**src/rtl/sysreg_pkg.sv**
```systemverilog
package sysreg_pkg;

  localparam int DW = 32;
  typedef logic [DW-1:0] word_t;

  // register slots whose number carries behaviour
  localparam int unsigned R_TLBIDX  = 0;
  localparam int unsigned R_CTXT    = 4;
  localparam int unsigned R_TICKS   = 9;
  localparam int unsigned R_VPNHI   = 10;
  localparam int unsigned R_TMATCH  = 11;
  localparam int unsigned R_PSTAT   = 12;
  localparam int unsigned R_TRAPWHY = 13;
  localparam int unsigned R_CFGA    = 16;
  localparam int unsigned R_DBGCTL  = 23;
  localparam int unsigned R_CTAG    = 28;

  // bit positions inside the status and debug words
  localparam int ST_IEN  = 0;
  localparam int ST_EXC  = 1;
  localparam int ST_ERR  = 2;
  localparam int ST_USR  = 4;
  localparam int DB_MODE = 30;

  localparam word_t IRQ_LINE_MASK = 32'h0000_FF00;

  // bits of a slot that survive a write
  function automatic word_t hold_bits(int unsigned idx);
    case (idx)
      R_TLBIDX:  return 32'h8000_0000;
      R_CTXT:    return 32'hFF80_0000;
      R_TRAPWHY: return 32'hB000_F87C;
      R_CFGA:    return 32'h8017_FF80;
      R_DBGCTL:  return 32'h8C03_FC1F;
      default:   return '0;
    endcase
  endfunction

  // bits of a slot loaded from the write data
  function automatic word_t take_bits(int unsigned idx);
    case (idx)
      R_TLBIDX, 6:       return 32'h0000_000F;
      2, 3:              return 32'h3FFF_FFFF;
      R_CTXT:            return 32'h007F_FFF0;
      5:                 return 32'h01FF_E000;
      R_VPNHI:           return 32'hFFFF_E0FF;
      R_PSTAT:           return 32'hFA78_FF01;
      R_TRAPWHY:         return 32'h00C0_0300;
      14, 18, 24, 30, 31: return 32'hFFFF_FFFF;
      R_CFGA:            return 32'h7E00_0001;
      19:                return 32'h40FF_0FF8;
      R_DBGCTL:          return 32'h1330_0120;
      R_CTAG:            return 32'hFFFF_FCF6;
      default:           return '0;
    endcase
  endfunction

endpackage

```
**src/rtl/sysreg_decode.sv**
```systemverilog
module sysreg_decode #(
  parameter int REG_AW = 5,
  parameter int SEL_W  = 3,
  localparam int NREG  = 1 << REG_AW
) (
  input  logic              wr_en,
  input  logic [REG_AW-1:0] wr_reg,
  input  logic [SEL_W-1:0]  wr_sel,
  output logic [NREG-1:0]   slot_hit,
  output logic              legal_we,
  output logic              illegal_we
);
  import sysreg_pkg::*;

  logic multi_sel_reg;
  logic sel_zero;

  assign multi_sel_reg = (wr_reg == REG_AW'(R_CFGA)) || (wr_reg == REG_AW'(R_CTAG));
  assign sel_zero      = (wr_sel == '0);

  // only select 0 exists anywhere; registers with a select field reject the rest too
  always_comb begin
    if (sel_zero) begin
      legal_we   = wr_en;
      illegal_we = 1'b0;
    end else if (multi_sel_reg) begin
      legal_we   = 1'b0;
      illegal_we = wr_en;
    end else begin
      legal_we   = 1'b0;
      illegal_we = wr_en;
    end
  end

  for (genvar i = 0; i < NREG; i++) begin : g_hit
    assign slot_hit[i] = legal_we && (wr_reg == REG_AW'(i));
  end

endmodule

```
**src/rtl/sysreg_bank.sv**
```systemverilog
module sysreg_bank #(
  parameter int REG_AW = 5,
  localparam int NREG  = 1 << REG_AW,
  localparam int DW    = sysreg_pkg::DW
) (
  input  logic             clk,
  input  logic             rst,
  input  logic [NREG-1:0]  slot_hit,
  input  logic [DW-1:0]    wr_data,
  output logic [NREG*DW-1:0] view
);
  import sysreg_pkg::*;

  logic [DW-1:0] q_arr [NREG];

  for (genvar i = 0; i < NREG; i++) begin : g_slot
    localparam word_t HOLD = hold_bits(i);
    localparam word_t TAKE = take_bits(i);

    if ((HOLD | TAKE) != '0) begin : g_store
      always_ff @(posedge clk) begin
        if (rst) begin
          q_arr[i] <= '0;
        end else if (slot_hit[i]) begin
          q_arr[i] <= (q_arr[i] & HOLD) | (wr_data & TAKE);
        end
      end

      if (HOLD != '0) begin : g_hold_chk
        // hold bits survive any write to their slot
        p_hold_bits_r4: assert property (@(posedge clk) disable iff (rst)
          slot_hit[i] |=> ((q_arr[i] & HOLD) == $past(q_arr[i] & HOLD)));
      end
    end else begin : g_none
      assign q_arr[i] = '0;
    end

    assign view[i*DW +: DW] = q_arr[i];
  end

endmodule

```
**src/rtl/sysreg_mode_irq.sv**
```systemverilog
module sysreg_mode_irq #(
  localparam int DW = sysreg_pkg::DW
) (
  input  logic          clk,
  input  logic          rst,
  input  logic          pstat_we,
  input  logic          dbgctl_we,
  input  logic [DW-1:0] wr_data,
  input  logic [DW-1:0] pstat_q,
  input  logic [DW-1:0] trapwhy_q,
  output logic          usr_q,
  output logic          exc_q,
  output logic          err_q,
  output logic          dbg_q,
  output logic          irq_q
);
  import sysreg_pkg::*;

  word_t new_pstat;
  logic  ien_rise;
  logic  ien_fall;
  logic  level_clear;
  logic  line_pending;

  assign new_pstat    = wr_data & take_bits(R_PSTAT);
  assign ien_rise     = new_pstat[ST_IEN] && !pstat_q[ST_IEN];
  assign ien_fall     = !new_pstat[ST_IEN] && pstat_q[ST_IEN];
  // levels come from this same write; debug mode from the current flag
  assign level_clear  = !wr_data[ST_EXC] && !wr_data[ST_ERR] && !dbg_q;
  assign line_pending = |(new_pstat & trapwhy_q & IRQ_LINE_MASK);

  always_ff @(posedge clk) begin
    if (rst) begin
      usr_q <= 1'b0;
      exc_q <= 1'b0;
      err_q <= 1'b0;
      irq_q <= 1'b0;
    end else if (pstat_we) begin
      usr_q <= wr_data[ST_USR];
      exc_q <= wr_data[ST_EXC];
      err_q <= wr_data[ST_ERR];
      if (ien_rise && level_clear && line_pending) begin
        irq_q <= 1'b1;
      end else if (ien_fall) begin
        irq_q <= 1'b0;
      end
    end
  end

  always_ff @(posedge clk) begin
    if (rst) begin
      dbg_q <= 1'b0;
    end else if (dbgctl_we) begin
      dbg_q <= wr_data[DB_MODE];
    end
  end

  p_irq_drop_r8: assert property (@(posedge clk) disable iff (rst)
    (pstat_we && !wr_data[ST_IEN] && pstat_q[ST_IEN]) |=> !irq_q);

  p_irq_rise_src_r7: assert property (@(posedge clk) disable iff (rst)
    $rose(irq_q) |-> $past(pstat_we));

endmodule

```
**src/rtl/sysreg_side.sv**
```systemverilog
module sysreg_side #(
  parameter int ASID_W = 8,
  localparam int DW    = sysreg_pkg::DW
) (
  input  logic              clk,
  input  logic              rst,
  input  logic              vpnhi_we,
  input  logic              ticks_we,
  input  logic              tmatch_we,
  input  logic              illegal_we,
  input  logic [DW-1:0]     wr_data,
  input  logic [ASID_W-1:0] asid_q,
  output logic              flush_q,
  output logic              ri_q,
  output logic              tmr_wr_q,
  output logic              tmr_cmp_q,
  output logic [DW-1:0]     tmr_data_q
);

  logic asid_moves;
  assign asid_moves = (wr_data[ASID_W-1:0] != asid_q);

  always_ff @(posedge clk) begin
    if (rst) begin
      flush_q    <= 1'b0;
      ri_q       <= 1'b0;
      tmr_wr_q   <= 1'b0;
      tmr_cmp_q  <= 1'b0;
      tmr_data_q <= '0;
    end else begin
      flush_q  <= vpnhi_we && asid_moves;
      ri_q     <= illegal_we;
      tmr_wr_q <= ticks_we || tmatch_we;
      if (ticks_we || tmatch_we) begin
        tmr_cmp_q  <= tmatch_we;
        tmr_data_q <= wr_data;
      end
    end
  end

  p_flush_src_r5: assert property (@(posedge clk) disable iff (rst)
    flush_q |-> $past(vpnhi_we));

  p_tmr_src_r12: assert property (@(posedge clk) disable iff (rst)
    tmr_wr_q |-> $past(ticks_we || tmatch_we));

  p_ri_pulse_r2: assert property (@(posedge clk) disable iff (rst)
    illegal_we |=> ri_q);

endmodule

```
**src/rtl/sysreg_wr_unit.sv**
```systemverilog
module sysreg_wr_unit #(
  parameter int REG_AW = 5,
  parameter int SEL_W  = 3,
  parameter int ASID_W = 8,
  localparam int NREG  = 1 << REG_AW,
  localparam int DW    = sysreg_pkg::DW
) (
  input  logic               clk,
  input  logic               rst,
  input  logic               wr_en,
  input  logic [REG_AW-1:0]  wr_reg,
  input  logic [SEL_W-1:0]   wr_sel,
  input  logic [DW-1:0]      wr_data,
  output logic [NREG*DW-1:0] reg_view_o,
  output logic               user_mode_o,
  output logic               exc_lvl_o,
  output logic               err_lvl_o,
  output logic               dbg_mode_o,
  output logic               hw_irq_o,
  output logic               tlb_flush_o,
  output logic               ri_exc_o,
  output logic               tmr_wr_o,
  output logic               tmr_is_cmp_o,
  output logic [DW-1:0]      tmr_data_o
);
  import sysreg_pkg::*;

  logic [NREG-1:0]    slot_hit;
  logic               legal_we;
  logic               illegal_we;
  logic [NREG*DW-1:0] flat;

  sysreg_decode #(.REG_AW(REG_AW), .SEL_W(SEL_W)) u_decode (
    .wr_en      (wr_en),
    .wr_reg     (wr_reg),
    .wr_sel     (wr_sel),
    .slot_hit   (slot_hit),
    .legal_we   (legal_we),
    .illegal_we (illegal_we)
  );

  sysreg_bank #(.REG_AW(REG_AW)) u_bank (
    .clk      (clk),
    .rst      (rst),
    .slot_hit (slot_hit),
    .wr_data  (wr_data),
    .view     (flat)
  );

  sysreg_mode_irq u_mode (
    .clk       (clk),
    .rst       (rst),
    .pstat_we  (slot_hit[R_PSTAT]),
    .dbgctl_we (slot_hit[R_DBGCTL]),
    .wr_data   (wr_data),
    .pstat_q   (flat[R_PSTAT*DW +: DW]),
    .trapwhy_q (flat[R_TRAPWHY*DW +: DW]),
    .usr_q     (user_mode_o),
    .exc_q     (exc_lvl_o),
    .err_q     (err_lvl_o),
    .dbg_q     (dbg_mode_o),
    .irq_q     (hw_irq_o)
  );

  sysreg_side #(.ASID_W(ASID_W)) u_side (
    .clk        (clk),
    .rst        (rst),
    .vpnhi_we   (slot_hit[R_VPNHI]),
    .ticks_we   (slot_hit[R_TICKS]),
    .tmatch_we  (slot_hit[R_TMATCH]),
    .illegal_we (illegal_we),
    .wr_data    (wr_data),
    .asid_q     (flat[R_VPNHI*DW +: ASID_W]),
    .flush_q    (tlb_flush_o),
    .ri_q       (ri_exc_o),
    .tmr_wr_q   (tmr_wr_o),
    .tmr_cmp_q  (tmr_is_cmp_o),
    .tmr_data_q (tmr_data_o)
  );

  assign reg_view_o = flat;

  p_illegal_no_write_r2: assert property (@(posedge clk) disable iff (rst)
    (!legal_we && wr_en) |=> (flat == $past(flat)));

  p_decode_excl_r2: assert property (@(posedge clk) disable iff (rst)
    !(legal_we && illegal_we));

endmodule

```
**config.mk**
```make
export PLATFORM = sky130hd
export DESIGN_NAME = sysreg_wr_unit
export DESIGN_NICKNAME = d
export VERILOG_FILES = /design/src/rtl/sysreg_pkg.sv /design/src/rtl/sysreg_decode.sv /design/src/rtl/sysreg_bank.sv /design/src/rtl/sysreg_mode_irq.sv /design/src/rtl/sysreg_side.sv /design/src/rtl/sysreg_wr_unit.sv
export SDC_FILE = /design/constraint.sdc
export NUM_CORES = 1
export LEC_CHECK = 0
export ABC_AREA = 1
export CORE_AREA = 2 2 426 428
export DETAILED_ROUTE_END_ITERATION = 16
export DIE_AREA = 0 0 428 430
export GPL_TIMING_DRIVEN = 0
export PLACE_DENSITY_LB_ADDON = 0.2
export SLEW_MARGIN = 20
export SYNTH_ARGS = -nofsm -noshare
export SYNTH_HDL_FRONTEND = slang
export SYNTH_SLANG_ARGS = --single-unit
```
**constraint.sdc**
```tcl
create_clock -name clk -period 1.8 [get_ports clk]
set_input_delay 0.54 -clock clk [delete_from_list [all_inputs] [get_ports clk]]
set_output_delay 0.54 -clock clk [all_outputs]
set_load 0.02 [all_outputs]
```
# --- Word level (Yosys, flattened, before mapping) ---
# Index checks and enable logic that the tools add are counted.
classes:
  n_bitwise: 6
  n_reduce_logical: 39
  eq_ne: 20
  n_mux: 3
ops:
  columns: ["op", "n"]
  rows:
  - ["== test 5 bit, second input constant", 8]
  - ["bitwise OR 32 x 23 -> 32 bit", 1]
  - ["bitwise OR 32 x 24 -> 32 bit", 1]
  - ["bitwise OR 32 x 29 -> 32 bit", 1]
  - ["bitwise OR 32 x 31 -> 32 bit", 1]
  - ["bitwise OR 32 x 4 -> 32 bit", 1]
  - ["== test 5 x 4 -> 1 bit, second input constant", 6]
  - ["logical AND 1 bit", 27]
  - ["bitwise AND 16 bit", 1]
  - ["== test 5 x 3 -> 1 bit, second input constant", 3]
  - ["== test 5 x 2 -> 1 bit, second input constant", 2]
  - ["!= test 8 bit", 1]
  - ["OR reduction 8 bit", 1]
  - ["logical NOT 1 bit", 5]
  - ["logical NOT 5 bit", 1]
  - ["logical NOT 3 bit", 1]
  - ["2-to-1 mux 1 bit", 3]
  - ["AND reduction 2 bit", 1]
  - ["nonzero test 2 bit", 1]
  - ["OR reduction 2 bit", 1]
  - ["logical OR 1 bit", 1]
totals:
  word_cells: 96
  out_inout_bits: 1065
  inputBits: 43
  register_bits: 529

# --- Logic depth before layout (Yosys ltp) ---
depth:
  ltp_word: 7
  mapped_depth: 9
  depth_no_buf: 8

# --- Modules after synthesis ---
# From an unflattened synthesis, not the netlist that was laid out.
hier_totals:
  hier_cells: 3005
  area_unflattened_um2: 20900.0
by_module_without_submodules:
  columns: ["module", "area_per_inst_um2", "cells_per_inst", "n_inst", "seq_area_each_um2"]
  rows:
  - ["sysreg_bank", 18805.5, 2682, 1, 7387.1]
  - ["sysreg_side", 1392.6, 191, 1, 720.7]
  - ["sysreg_decode", 440.4, 91, 1, 0.0]
  - ["sysreg_mode_irq", 261.5, 41, 1, 100.1]

# --- Least setup slack after synthesis ---
# No wires, ideal clock.
synth_path:
  kind: "input -> register"
  start: "in wr_sel[1]"
  end: "reg u_bank.q_arr (netlist bit u_bank.view[140])"
  n_path_buf: 2
  setup_ns: 0.113
  path_stages: 8
  arrival_ns: 1.512
  required_ns: 1.687
  path_slack_ns: 0.174
  cell_sequence: "nor2_4 nand3_4 nor2_2 nand2_1 buf_2 buf_2 o21ai_1 nor2_1"
synth_via:
  elab_chain_cells: 3
synth_rtl:
  columns: ["element", "line", "rtl"]
  rows:
  - ["start, declared", "sysreg_wr_unit.sv:12", "input logic [SEL_W-1:0] wr_sel,"]
  - ["logical NOT 3 bit", "sysreg_decode.sv:19", "assign sel_zero = (wr_sel == '0);"]
  - ["2-to-1 mux 1 bit", "sysreg_decode.sv:23", "if (sel_zero) begin"]
  - ["logical AND 1 bit", "sysreg_decode.sv:36", "assign slot_hit[i] = legal_we && (wr_reg == REG_AW'(i));"]
  - ["end signal, assigned by index", "sysreg_bank.sv:25", "q_arr[i] <= (q_arr[i] & HOLD) | (wr_data & TAKE);"]
  - ["end, declared", "sysreg_bank.sv:14", "logic [DW-1:0] q_arr [NREG];"]
# No other way between the ends.
# A chain may end at the register's enable or synchronous reset.

# --- Final worst setup path ---
layout_path:
  start: "in wr_reg[1]"
  end: "reg u_bank.q_arr (netlist bit u_bank.view[1018])"
layout_via:
  elab_chain_cells: 2
layout_rtl:
  columns: ["element", "line", "rtl"]
  rows:
  - ["start, declared", "sysreg_wr_unit.sv:11", "input logic [REG_AW-1:0] wr_reg,"]
  - ["== test 5 bit", "sysreg_decode.sv:36", null]
  - ["logical AND 1 bit", "sysreg_decode.sv:36", null]
# No other way between the ends.

==> impl_summary.md <==
Logic synthesis
Of the total synthesized cell area, the portion taken by full adders, half adders and majority gates is 0. The fraction of registers with async set or reset after synthesis is 0. The number of warning messages in the yosys log is 0. The cell with the most instances after synthesis is nor2_1.

After synthesis, the cell types taking the most area are dfxtp_1, buf_4, nor2_1. The area share of xor/xnor cells in the synthesized design is 0.00315. The number of cells produced by synthesis is roughly 2500. The post-synthesis share of cell area spent on and, or, nand and nor gates is 0.169. The synthesized design contains 0 enable-type register cells. The count of unique library cells instantiated by Yosys is 25.

After synthesis, the most frequently instantiated cells are nor2_1, buf_4, dfxtp_1. Of the post-synthesis cell area, the dominant cell type holds 0.421. In this run the cell area of the synthesized design comes to 19500 um^2.

By area, the combinational part of the netlist is dominated by buffers and inverters. In this run, synthesis produced a sequential element count of 410. Of the post-synthesis cell area, the part taken by muxes is 0. The complex-gate fraction of the synthesized area was 0.115.

The largest area contributor in the synthesized netlist is dfxtp_1. The sequential area share after synthesis is 0.421. The average instance area after synthesis is 7.65 um^2. The most used flip-flop cell after synthesis is dfxtp_1.

Floorplanning
The total I/O pin count is 1108. The floorplan step set the die height to 430 um. The core region is 180000 um^2. The floorplan die width is about 430 um. The initial core utilization is 0.108. The die covers 184000 um^2.

After floorplanning, the core was divided into approximately 160 placement rows.

Finish
The number of filler cells placed in the layout is 20500. The number of nets in the layout is 3790. The area taken by flip-flops and latches is ~8300 um^2. The layout overhead on the synthesized area is 60.4%. Of the cells placed in the final design, the portion with a size suffix greater than 1 is 0.374. In the final layout, the multi-input gates occupy just over 8000 um^2.

STA
The final critical-path required period is 1.81 ns. The count of final hold-check violations was 0. The max-slew violation count is 0. The worst max-slew margin expressed relative to the limit is 0.296.

Setup repair after global routing could not meet its margin everywhere. The smallest setup slack after layout is -0.0117 ns. The fraction of the cycle the final worst path needs is 1.01. Static timing analysis puts the maximum clock frequency at 552 MHz.

On the final layout, the worst clock skew is ~0.044 ns. The accumulated negative setup slack is -0.0166 ns. The transition at the pin with the smallest max-transition slack is 1.06 ns.

The number of failing setup endpoints in the final timing report is 2.

Power and ir drop
Summed over all cells, the static leakage comes to 15.2 nW. The total internal power is 17.4 mW. The portion of total power attributed to sequential cells is 0.366. The maximum vdd ir drop is 771 uV.

Of the total power, the clock network draws 0.486. The net switching fraction of the power is 0.301. In this run the power density over the cells is approximately 800 nW/um^2. The combinational cell fraction of total power is 0.149. Summing internal, switching and leakage power gives 24.9 mW.

The analysis attributes to net switching a power of approximately 7.5 mW.

Global routing
Across every metal layer, demand over resource in global routing totals 0.125. Entering global routing, the biggest net connects 18 pins. The via count of the first global-routing pass is about 17000. The wire length of the first global-routing pass is between 150 and 200 mm. The total overflow reported by the global router is 0. The initial antenna violation count is 23.

Setup path
The highest fanout seen on the critical path is 10. Measured in cells, the most critical reg-to-reg path has a length of 5. The most numerous cell type found on the critical path is nand2_1. The required arrival time at the worst endpoint is 2.32 ns. Data arrives at the worst endpoint at approximately 2.3 ns. The critical path contains buffers and inverters numbering 3 combined. On the critical path, the stage with the largest delay is an instance of clkdlybuf4s50_1. The worst setup path is captured at a flip-flop. The critical path crosses 9 cells after its start point.

The critical path in this run is classified as in -> reg. Traced cell by cell, the critical path runs through clkdlybuf4s50_1 > nand2_1 > inv_1 > nand2_1 > nor2_4 > nand2_2 > clkbuf_4 > o21ai_0 > nor2_1. The nature of the critical path startpoint is an input pin. For this run, the slowest stage of the critical path takes 0.59 ns. The cell family contributing the most delay on the critical path is buffers and inverters.

Worst hold path
The worst hold path belongs to the class in -> reg. The worst hold path passes through 3 cells.

Outcome
The run finished, with violations left. The checks that failed: negative setup slack.

Clock network
The clock reaches the later pin of the worst-skew pair after around 0.67 ns. For this design, the sink count on the clock tree is roughly 400. In this run the number of H-tree levels came out at 2. The number of buffers created by CTS is 58.

The clock tree from TritonCTS is yes. Clock-pin slew was measured on the worst setup and hold paths at ~0.07 ns. The root buffer selected by CTS is clkbuf_16.

No sink is reached through more buffers than the 3 on the longest clock path.

Drt
The initial DRC count is around 910. The count of nets left with antenna violations once routing finished came out at 0. For this run, design rule violations remaining after detail routing come to 0. The pre-antenna-repair detailed-routing pass consisted of 5 iterations. The routed layout has around 18000 vias. The final routed wirelength across all metal layers is between 100 and 150 mm. In the routed layout, each cell is associated on average with a via count of between 2 and 3. The routed wire length per instance is ~20 um.

Placement
The count of buffers from port buffering is 450. The HPWL reported at the end of detailed placement is 95.9 mm. Routability-driven placement finished with a final weighted congestion of between 0.7 and 0.8.

Job
Max-cap violations in this run came to 0.
[registers in the layout, summed over array words and instances (netlist names)]
register,cells
u_mode.usr_q,1
u_mode.err_q,1
u_side.ri_q,1
u_mode.irq_q,1
u_side.tmr_wr_q,1
u_side.tmr_data_q,32
u_side.flush_q,1
u_bank.view,369
u_mode.dbg_q,1
u_mode.exc_q,1
u_side.tmr_cmp_q,1
[path summary, 6_finish.rpt]
kind	startpoint	end	slack [ns]
setup / recovery	wr_reg[1]	u_bank.view[1018]	-0.01
hold / removal	wr_en	u_side.ri_q	0.18
setup reg to reg	u_bank.view[321]	u_side.flush_q	0.76
hold reg to reg	u_side.tmr_data_q[28]	u_side.tmr_data_q[28]	0.46
[final cells by class]
type                    count  area share
well taps                2370      0.0949
diodes                      3    0.000240
clock buffers              86      0.0546
multi-input cells        1955       0.263
plain buffers             803       0.189
flip-flops and latches    410       0.265
inverters                  30     0.00496
repair buffers            489       0.120
clock inverters            20     0.00824
[tightest hold or removal path, cell delays in order]
cell,delay (ns)
dlymetal6s2s_1,0.17
nand2_1,0.09
nor2_1,0.03
[cells by family after synthesis]
logic type	count (synthesis)
DFF	410
buffers and inverters	838
other	1
AOI/OAI and AO/OA	447
xor gates and xnor gates	7
and+or+nand+nor	846
[power groups by stage]
stage	Clock (mW)	Sequential (mW)	Combinational [mW]
finish	12.1	9.10	3.70
global route	12.8	9.10	3.95
CTS	12.5	9.10	3.65
global placement	0	9.31	3.55
detailed placement	0	9.31	3.63
floorplan	0	9.33	2.69
[per-stage QoR]
step           hold WS [ns]  utilization  instances  worst slack (ns)  area (um^2)
3_5_place_dp          0.454        0.165       6034             -1.50        29700
4_1_cts               0.324        0.171       6162           -0.0831        30800
3_3_place_gp          0.451        0.164       6023             -1.51        29400
5_1_grt               0.174        0.174       6163           -0.0237        31300
2_1_floorplan         0.536            -       3203             0.174        21900
6_report              0.177        0.174       6166           -0.0117        31300
[metal layers]
| layer | share of wire | vias up | GRT usage |
|---|---|---|---|
| met5 | 0.00037 | - | 0 |
| met4 | 0.026 | 8 | 0.0328 |
| met3 | 0.058 | 113 | 0.0265 |
| met2 | 0.52 | 688 | 0.230 |
| met1 | 0.39 | 8504 | 0.145 |
| li1 | - | 9170 | - |
[cell usage in the layout, fill, tap and decap left out, types with 7 or more instances in the layout]
cell / n
o21ai_0: 300
dfxtp_1: 359
clkdlybuf4s50_1: 34
clkbuf_8: 16
clkbuf_4: 16
inv_1: 15
nor2_4: 10
nor2_1: 720
nand3_1: 34
clkbuf_16: 60
buf_6: 69
buf_4: 856
clkbuf_2: 52
buf_12: 16
a21oi_1: 74
o21ai_1: 70
dfxtp_2: 44
dfxtp_4: 7
buf_2: 203
nand2_1: 55
clkbuf_1: 42
conb_1: 655
[timing repair]
item / CTS / global route
hold buffers: 0 / 0
pin swaps: 5 / 5
gates resized for setup: 2265 / 229
setup buffers: 24 / 2
cloned: 0 / 2
setup endpoints to repair: 765 / 423
(Power assumes the default switching activity.)
